**src/rtl/opshift_pkg.sv**
```systemverilog
package opshift_pkg;

    typedef enum logic [2:0] {
        SK_LSL = 3'b000,
        SK_LSR = 3'b001,
        SK_ASR = 3'b010,
        SK_ROR = 3'b011,
        SK_RXC = 3'b100
    } shift_kind_e;

endpackage

```
**src/rtl/opshift_left.sv**
```systemverilog
module opshift_left #(
    parameter int WIDTH = 32,
    localparam int AMT_W = $clog2(WIDTH)
) (
    input  logic [WIDTH-1:0] val_i,
    input  logic [AMT_W-1:0] amt_i,
    output logic [WIDTH-1:0] val_o
);

    logic [WIDTH-1:0] stage_w [AMT_W+1];

    assign stage_w[0] = val_i;

    for (genvar k = 0; k < AMT_W; k++) begin : g_stage
        localparam int STEP = 1 << k;
        assign stage_w[k+1] = amt_i[k]
            ? {stage_w[k][WIDTH-STEP-1:0], {STEP{1'b0}}}
            : stage_w[k];
    end

    assign val_o = stage_w[AMT_W];

endmodule

```
**src/rtl/opshift_right.sv**
```systemverilog
module opshift_right #(
    parameter int WIDTH = 32,
    localparam int AMT_W = $clog2(WIDTH)
) (
    input  logic [WIDTH-1:0] val_i,
    input  logic [AMT_W-1:0] amt_i,
    input  logic             sign_fill_i,
    input  logic             wrap_i,
    output logic [WIDTH-1:0] val_o
);

    logic [WIDTH-1:0] stage_w [AMT_W+1];
    logic             fill_bit_w;

    assign fill_bit_w = sign_fill_i & val_i[WIDTH-1];
    assign stage_w[0] = val_i;

    for (genvar k = 0; k < AMT_W; k++) begin : g_stage
        localparam int STEP = 1 << k;
        logic [STEP-1:0] fill_w;
        assign fill_w = wrap_i ? stage_w[k][STEP-1:0] : {STEP{fill_bit_w}};
        assign stage_w[k+1] = amt_i[k]
            ? {fill_w, stage_w[k][WIDTH-1:STEP]}
            : stage_w[k];
    end

    assign val_o = stage_w[AMT_W];

endmodule

```
**src/rtl/opshift_carry.sv**
```systemverilog
module opshift_carry #(
    parameter int WIDTH = 32,
    localparam int AMT_W = $clog2(WIDTH)
) (
    input  logic [WIDTH-1:0] val_i,
    input  logic [AMT_W-1:0] amt_i,
    output logic             left_out_o,
    output logic             right_out_o
);

    logic [AMT_W-1:0] left_idx_w;
    logic [AMT_W-1:0] right_idx_w;

    // The count is nonzero whenever these bits are used. WIDTH is a
    // power of two, so WIDTH - n fits in AMT_W bits after wrapping.
    assign left_idx_w  = AMT_W'(WIDTH) - amt_i;
    assign right_idx_w = amt_i - AMT_W'(1);

    assign left_out_o  = val_i[left_idx_w];
    assign right_out_o = val_i[right_idx_w];

endmodule

```
**src/rtl/opshift.sv**
```systemverilog
module opshift
    import opshift_pkg::*;
#(
    parameter int WIDTH = 32,
    localparam int AMT_W = $clog2(WIDTH),
    localparam int KIND_W = 3
) (
    input  logic [WIDTH-1:0]  opnd_i,
    input  logic [KIND_W-1:0] kind_i,
    input  logic [AMT_W-1:0]  amt_i,
    input  logic              cin_i,
    output logic [WIDTH-1:0]  result_o,
    output logic              cout_o
);

    typedef struct packed {
        logic [WIDTH-1:0] val;
        logic             carry;
    } shift_res_t;

    shift_res_t res_d;

    logic [WIDTH-1:0] left_val_w;
    logic [WIDTH-1:0] right_val_w;
    logic             left_c_w;
    logic             right_c_w;
    logic             is_asr_w;
    logic             is_ror_w;
    logic             amt_zero_w;

    assign is_asr_w   = (kind_i == SK_ASR);
    assign is_ror_w   = (kind_i == SK_ROR);
    assign amt_zero_w = (amt_i == '0);

    opshift_left #(.WIDTH(WIDTH)) u_left (
        .val_i (opnd_i),
        .amt_i (amt_i),
        .val_o (left_val_w)
    );

    opshift_right #(.WIDTH(WIDTH)) u_right (
        .val_i       (opnd_i),
        .amt_i       (amt_i),
        .sign_fill_i (is_asr_w),
        .wrap_i      (is_ror_w),
        .val_o       (right_val_w)
    );

    opshift_carry #(.WIDTH(WIDTH)) u_carry (
        .val_i       (opnd_i),
        .amt_i       (amt_i),
        .left_out_o  (left_c_w),
        .right_out_o (right_c_w)
    );

    always_comb begin
        res_d.val   = opnd_i;
        res_d.carry = cin_i;
        case (kind_i)
            SK_LSL: begin
                if (!amt_zero_w) begin
                    res_d.val   = left_val_w;
                    res_d.carry = left_c_w;
                end
            end
            SK_LSR, SK_ASR, SK_ROR: begin
                if (!amt_zero_w) begin
                    res_d.val   = right_val_w;
                    res_d.carry = right_c_w;
                end
            end
            SK_RXC: begin
                res_d.val   = {cin_i, opnd_i[WIDTH-1:1]};
                res_d.carry = opnd_i[0];
            end
            default: begin
                res_d.val   = opnd_i;
                res_d.carry = cin_i;
            end
        endcase
    end

    assign result_o = res_d.val;
    assign cout_o   = res_d.carry;

endmodule

```
**config.mk**
```make
export PLATFORM = sky130hd
export DESIGN_NAME = opshift
export DESIGN_NICKNAME = d
export VERILOG_FILES = /design/src/rtl/opshift_pkg.sv /design/src/rtl/opshift_left.sv /design/src/rtl/opshift_right.sv /design/src/rtl/opshift_carry.sv /design/src/rtl/opshift.sv
export SDC_FILE = /design/constraint.sdc
export NUM_CORES = 1
export LEC_CHECK = 0
export ABC_AREA = 1
export BUFFER_PORTS_ARGS = -buffer_cell sky130_fd_sc_hd__buf_2
export CELL_PAD_IN_SITES_DETAIL_PLACEMENT = 1
export CELL_PAD_IN_SITES_GLOBAL_PLACEMENT = 2
export CORE_MARGIN = 2
export CORE_UTILIZATION = 30
export DETAILED_ROUTE_END_ITERATION = 10
export PLACE_DENSITY = 0.91
export RECOVER_POWER = 50
export SLEW_MARGIN = 20
export SYNTH_ARGS = -nofsm -noshare
export SYNTH_HDL_FRONTEND = slang
export SYNTH_SLANG_ARGS = --single-unit
```
**constraint.sdc**
```tcl
create_clock -name vclk -period 8.04
set_input_delay 0.804 -clock vclk [all_inputs]
set_output_delay 0.804 -clock vclk [all_outputs]
set_load 0.02 [all_outputs]
```
## Word-level counts from Yosys, hierarchy flattened

Cells that the tools add are included.

- Add/sub/neg operators: 2
- $mul: 0
- Divide/modulo/power cells: 0
- Order comparisons: 2
- Equal/unequal tests: 4
- Shift-type cells: 0
- Muxes and demuxes: 22
- Bitwise gates (word level): 1
- Reductions and logical operators: 3

Operators by type and width:

| kind | count |
|---|---|
| $mux W32 | 10 |
| $pmux W33 S3 | 1 |
| $mux W33 | 2 |
| $mux W16 | 1 |
| $lt A5 B6 Y1 const B | 2 |
| $bmux W1 S5 | 2 |
| $mux W8 | 1 |
| $eq A3 B2 Y1 const B | 2 |
| $logic_not A5 Y1 | 1 |
| $sub A1 B5 Y5 const A | 1 |
| $sub A5 B1 Y5 const B | 1 |
| $mux W4 | 1 |
| $eq A3 B1 Y1 const B | 1 |
| $eq A3 B3 Y1 const B | 1 |
| $logic_not A3 Y1 | 1 |
| $mux W1 | 3 |
| $reduce_or A3 Y1 | 1 |
| $mux W2 | 1 |
| $and A1 B1 Y1 | 1 |

- Register bits after elaboration: 0
- Bits in latches: 0
- RAM bits: 0
- Memory bits (read-only): 0
- Word-level logic and storage cells: 34
- Memories kept: 0

## Longest topological paths before layout

- Word-level depth: 14
- Mapped depth: 18
- Mapped depth without buffers: 17

## By module

Synthesis repeated with hierarchy kept, for this count alone.

- Cells, all modules: 1393
- Area total of the unflattened synthesis: 6281.0 um^2

By module, submodules not included:

| module | times used | cells an instance | area each (um^2) |
|---|---|---|---|
| opshift_right | 1 | 474 | 2170.8 |
| opshift | 1 | 374 | 1664.1 |
| opshift_left | 1 | 354 | 1595.3 |
| opshift_carry | 1 | 191 | 850.8 |

## Least setup slack after synthesis

No wires, ideal clock.

- Path type: in2out
- From: input amt_i[1]
- To: output result_o[4]
- Arrival time: 3.257 ns
- Data required time: 7.236 ns
- Path slack: 3.979 ns
- Stages on the path: 15
- Path through: buf_2 > inv_2 > clkbuf_1 > ha_1 > nand3_1 > inv_1 > ha_1 > buf_2 > nor2_1 > nor3_1 > clkbuf_1 > o21ai_0 > nand2_1 > o21ai_1 > a21oi_1

- Cells in the longest elaborated chain, start to end: 7
- Elaborated cells on any way between the ends: 13
- Those cells by class: mux: 12; reduce/logical: 1

RTL lines:

| what | line | RTL |
|---|---|---|
| start: declaration | opshift.sv:10 | `input logic [AMT_W-1:0] amt_i,` |
| $mux W32 | opshift_right.sv:23 | `? {fill_w, stage_w[k][WIDTH-1:STEP]}` |
| $mux W4 | opshift_right.sv:21 | `assign fill_w = wrap_i ? stage_w[k][STEP-1:0] : {STEP{fill_bit_w}};` |
| $mux W32 (3 in series) | opshift_right.sv:23 |  |
| $mux W33 | opshift.sv:67 | `if (!amt_zero_w) begin` |
| $pmux W33 S3 * | opshift.sv:59 | `case (kind_i)` |
| end: declaration | opshift.sv:12 | `output logic [WIDTH-1:0] result_o,` |

Mark *: on every way between the ends. The rest lies on a longest branch, timed or not.

## Worst setup path in the final report

- From: input amt_i[0]
- To: output result_o[5]

- Cells in the longest elaborated chain, start to end: 8
- Elaborated cells on any way between the ends: 15
- Those cells by class: mux: 14; reduce/logical: 1

RTL lines:

| what | line |
|---|---|
| $mux W32 (2 in series) | opshift_right.sv:23 |
| $mux W4 | opshift_right.sv:21 |
| $mux W32 (3 in series) | opshift_right.sv:23 |
| $mux W33 | opshift.sv:67 |
| $pmux W33 S3 * | opshift.sv:59 |

Marks and branches as above.

==> results.toml <==
[detailed_routing]
drt-total-wl_um = 30900
routedWlPerCell_um = 21.4
via_per_inst = 5.88
postRouteAntennaNets = 0
drtIter0Drc = 885
vias = 8461
drc = 0
detail_route.first_pass.iterations = 5

[global_route]
grt_pass1_wl_um = 47700
antenna_found_initial = 0
grtUsageTotal_pct = 31.1
overflow = 0
grt_start_max_net_pins = 72
grt_pass1_vias = 8138

[power]
leakagePower_uw = 0.00295
power.total_uw = 469
p_per_area_nw_per_um2 = 81.0
irDropWorstVdd_v = 0.0000383

[synthesis]
yosysWarnings = 0
ys_seq_area_share_pct = 0
yosysUniqueCellTypes = 34
synthSimpleGateAreaFrac_pct = 70.6
syn-cell-area_um2 = 5450
synthCells = 1208
synth_top_family_by_area = "simple AND/OR/NAND/NOR gates"
synth_compound_area_share_pct = 16.2
synth_nets = 1251
synthMuxAreaShare_pct = 0.367
avgSynthCellArea_um2 = 4.51
synth_xor_area_share_pct = 0.757
synth_adder_area_share_pct = 0.459

[critical_path]
crit_required_ns = 7.24
end_kind = "output pin"
startpoint_type = "input pin"
startpoint = "amt_i[0]"
worstPathArrival_ns = 5.44
worstPathMaxFanout = 33
worstSetupPathType = "in -> out"

[clock_network]
hold_buffers = 0
cts_setup_buffers = 0
cts_resized = 0

[sta]
finalSetupTns_ns = 0
slew_viol_final = 0
max_clock_freq_mhz = 160
relSlewSlack_pct = 6.69
final_hold_viol_count = 0
period_share_pct = 77.6
worst-slew-pin-transition_ns = 1.39
rsz0062_at_grt = "false"
setup-violations-final = 0
period_minus_slack_ns = 6.24

[placement]
dp_hpwl_um = 24200
io_buffer_count = 74
dp.cells = 1440
place_congestion = 1.05

[layout]
clockBufferCount = 0
final_cell_mix = "nand2_1, nand3_1, buf_2"
drive_above_1_share_pct = 9.58
antennaDiodeCount = 0
nets = 1256
regArea_um2 = 0
seq_cells = 0
layout_commonest_cell = "nand2_1"
layout.cells.non_filler = 1440
area_growth_pct = 6.17

[min_path]
hp-start = "opnd_i[2]"
hold_path.class = "in -> out"

[die]
num_rows = 49
io_pins = 74
die_w_um = 139
die_y_um = 139
start_util_pct = 30.5
die-area_um2 = 19300
core_area_um2 = 17900

[job]
maxCapViolCount = 0

[run_status]
status = "complete, no violations"
-- final cells by class --
cell class	instances	area [um^2]
timing repair buffer	89	467
multi-input combinational	1065	4820
fill	2739	12100
inverter	57	214
tap	229	287
-- metal layers --
| layer | global-route usage [%] | share of wire (%) | vias to the layer above | wire, um |
|---|---|---|---|---|
| li1 | - | - | 4006 | - |
| met1 | 42.1 | 42 | 4044 | 13000 |
| met2 | 51.0 | 45 | 346 | 13900 |
| met3 | 2.69 | 7.8 | 65 | 2400 |
| met4 | 12.5 | 5.1 | 0 | 1580 |
| met5 | 0 | 0 | - | 0 |
-- worst max-delay path: stages --
cell	delay (ns)
buf_2	0.10
inv_1	0.71
ha_1	0.35
nand3_1	0.14
inv_1	0.08
ha_1	0.63
buf_4	0.42
clkinv_1	0.57
clkbuf_1	0.71
or2_2	0.51
nand2_1	0.07
nand2_1	0.05
nand2_1	0.05
nand2_1	0.05
buf_2	0.15
-- cells by family after synthesis --
group | count (synthesis)
xor gates and xnor gates | 3
adders and majority gates | 2
buffers and inverters | 143
muxes | 2
AOI/OAI and AO/OA | 154
and+or+nand+nor | 904
-- path summary, 6_finish.rpt --
path     endpoint  depth (start not counted)
max   result_o[5]                         15
min   result_o[2]                          4
-- report_power, final --
part           internal [uW]  switching (uW)
Sequential                 0               0
Combinational            126             343
Clock                      0               0
Total                    126             343
-- cells in the mapped netlist --
master	count	area (um^2)
a21oi_1	40	200
a21oi_2	2	17.5
and2_1	5	31.3
buf_1	16	60.1
buf_2	34	170
buf_4	3	22.5
buf_6	6	67.6
clkbuf_1	27	101
clkinv_1	2	7.51
ha_1	2	25.0
inv_1	47	176
inv_2	8	30.0
mux2i_1	2	20.0
nand2_1	542	2030
nand2_2	4	25.0
nand3_1	258	1290
nand3b_1	2	15.0
nand4_1	22	138
nor2_1	51	191
nor2_2	4	25.0
nor3_1	2	10.0
o2111ai_1	2	17.5
o211ai_1	26	195
o211ai_2	1	12.5
o21a_1	2	15.0
o21ai_0	47	235
o21ai_1	28	140
o21ai_2	4	35.0
o22ai_1	2	12.5
or2_1	2	12.5
or2_2	12	75.1
xnor2_2	1	16.3
xor2_1	1	8.76
xor2_2	1	16.3
-- metrics by stage --
step | hold slack [ns] | area, um^2 | setup slack, ns | utilization, %
2_1_floorplan | 1.78 | 5450 | 3.98 | -
3_3_place_gp | 2.00 | 5800 | 2.57 | 32.4
3_5_place_dp | 2.00 | 5810 | 2.72 | 32.5
4_1_cts | 2.00 | 5810 | 2.73 | 32.5
5_1_grt | 2.02 | 5790 | 1.51 | 32.3
6_report | 2.00 | 5790 | 1.80 | 32.3
No activity file was read; power rests on OpenSTA's default activity.
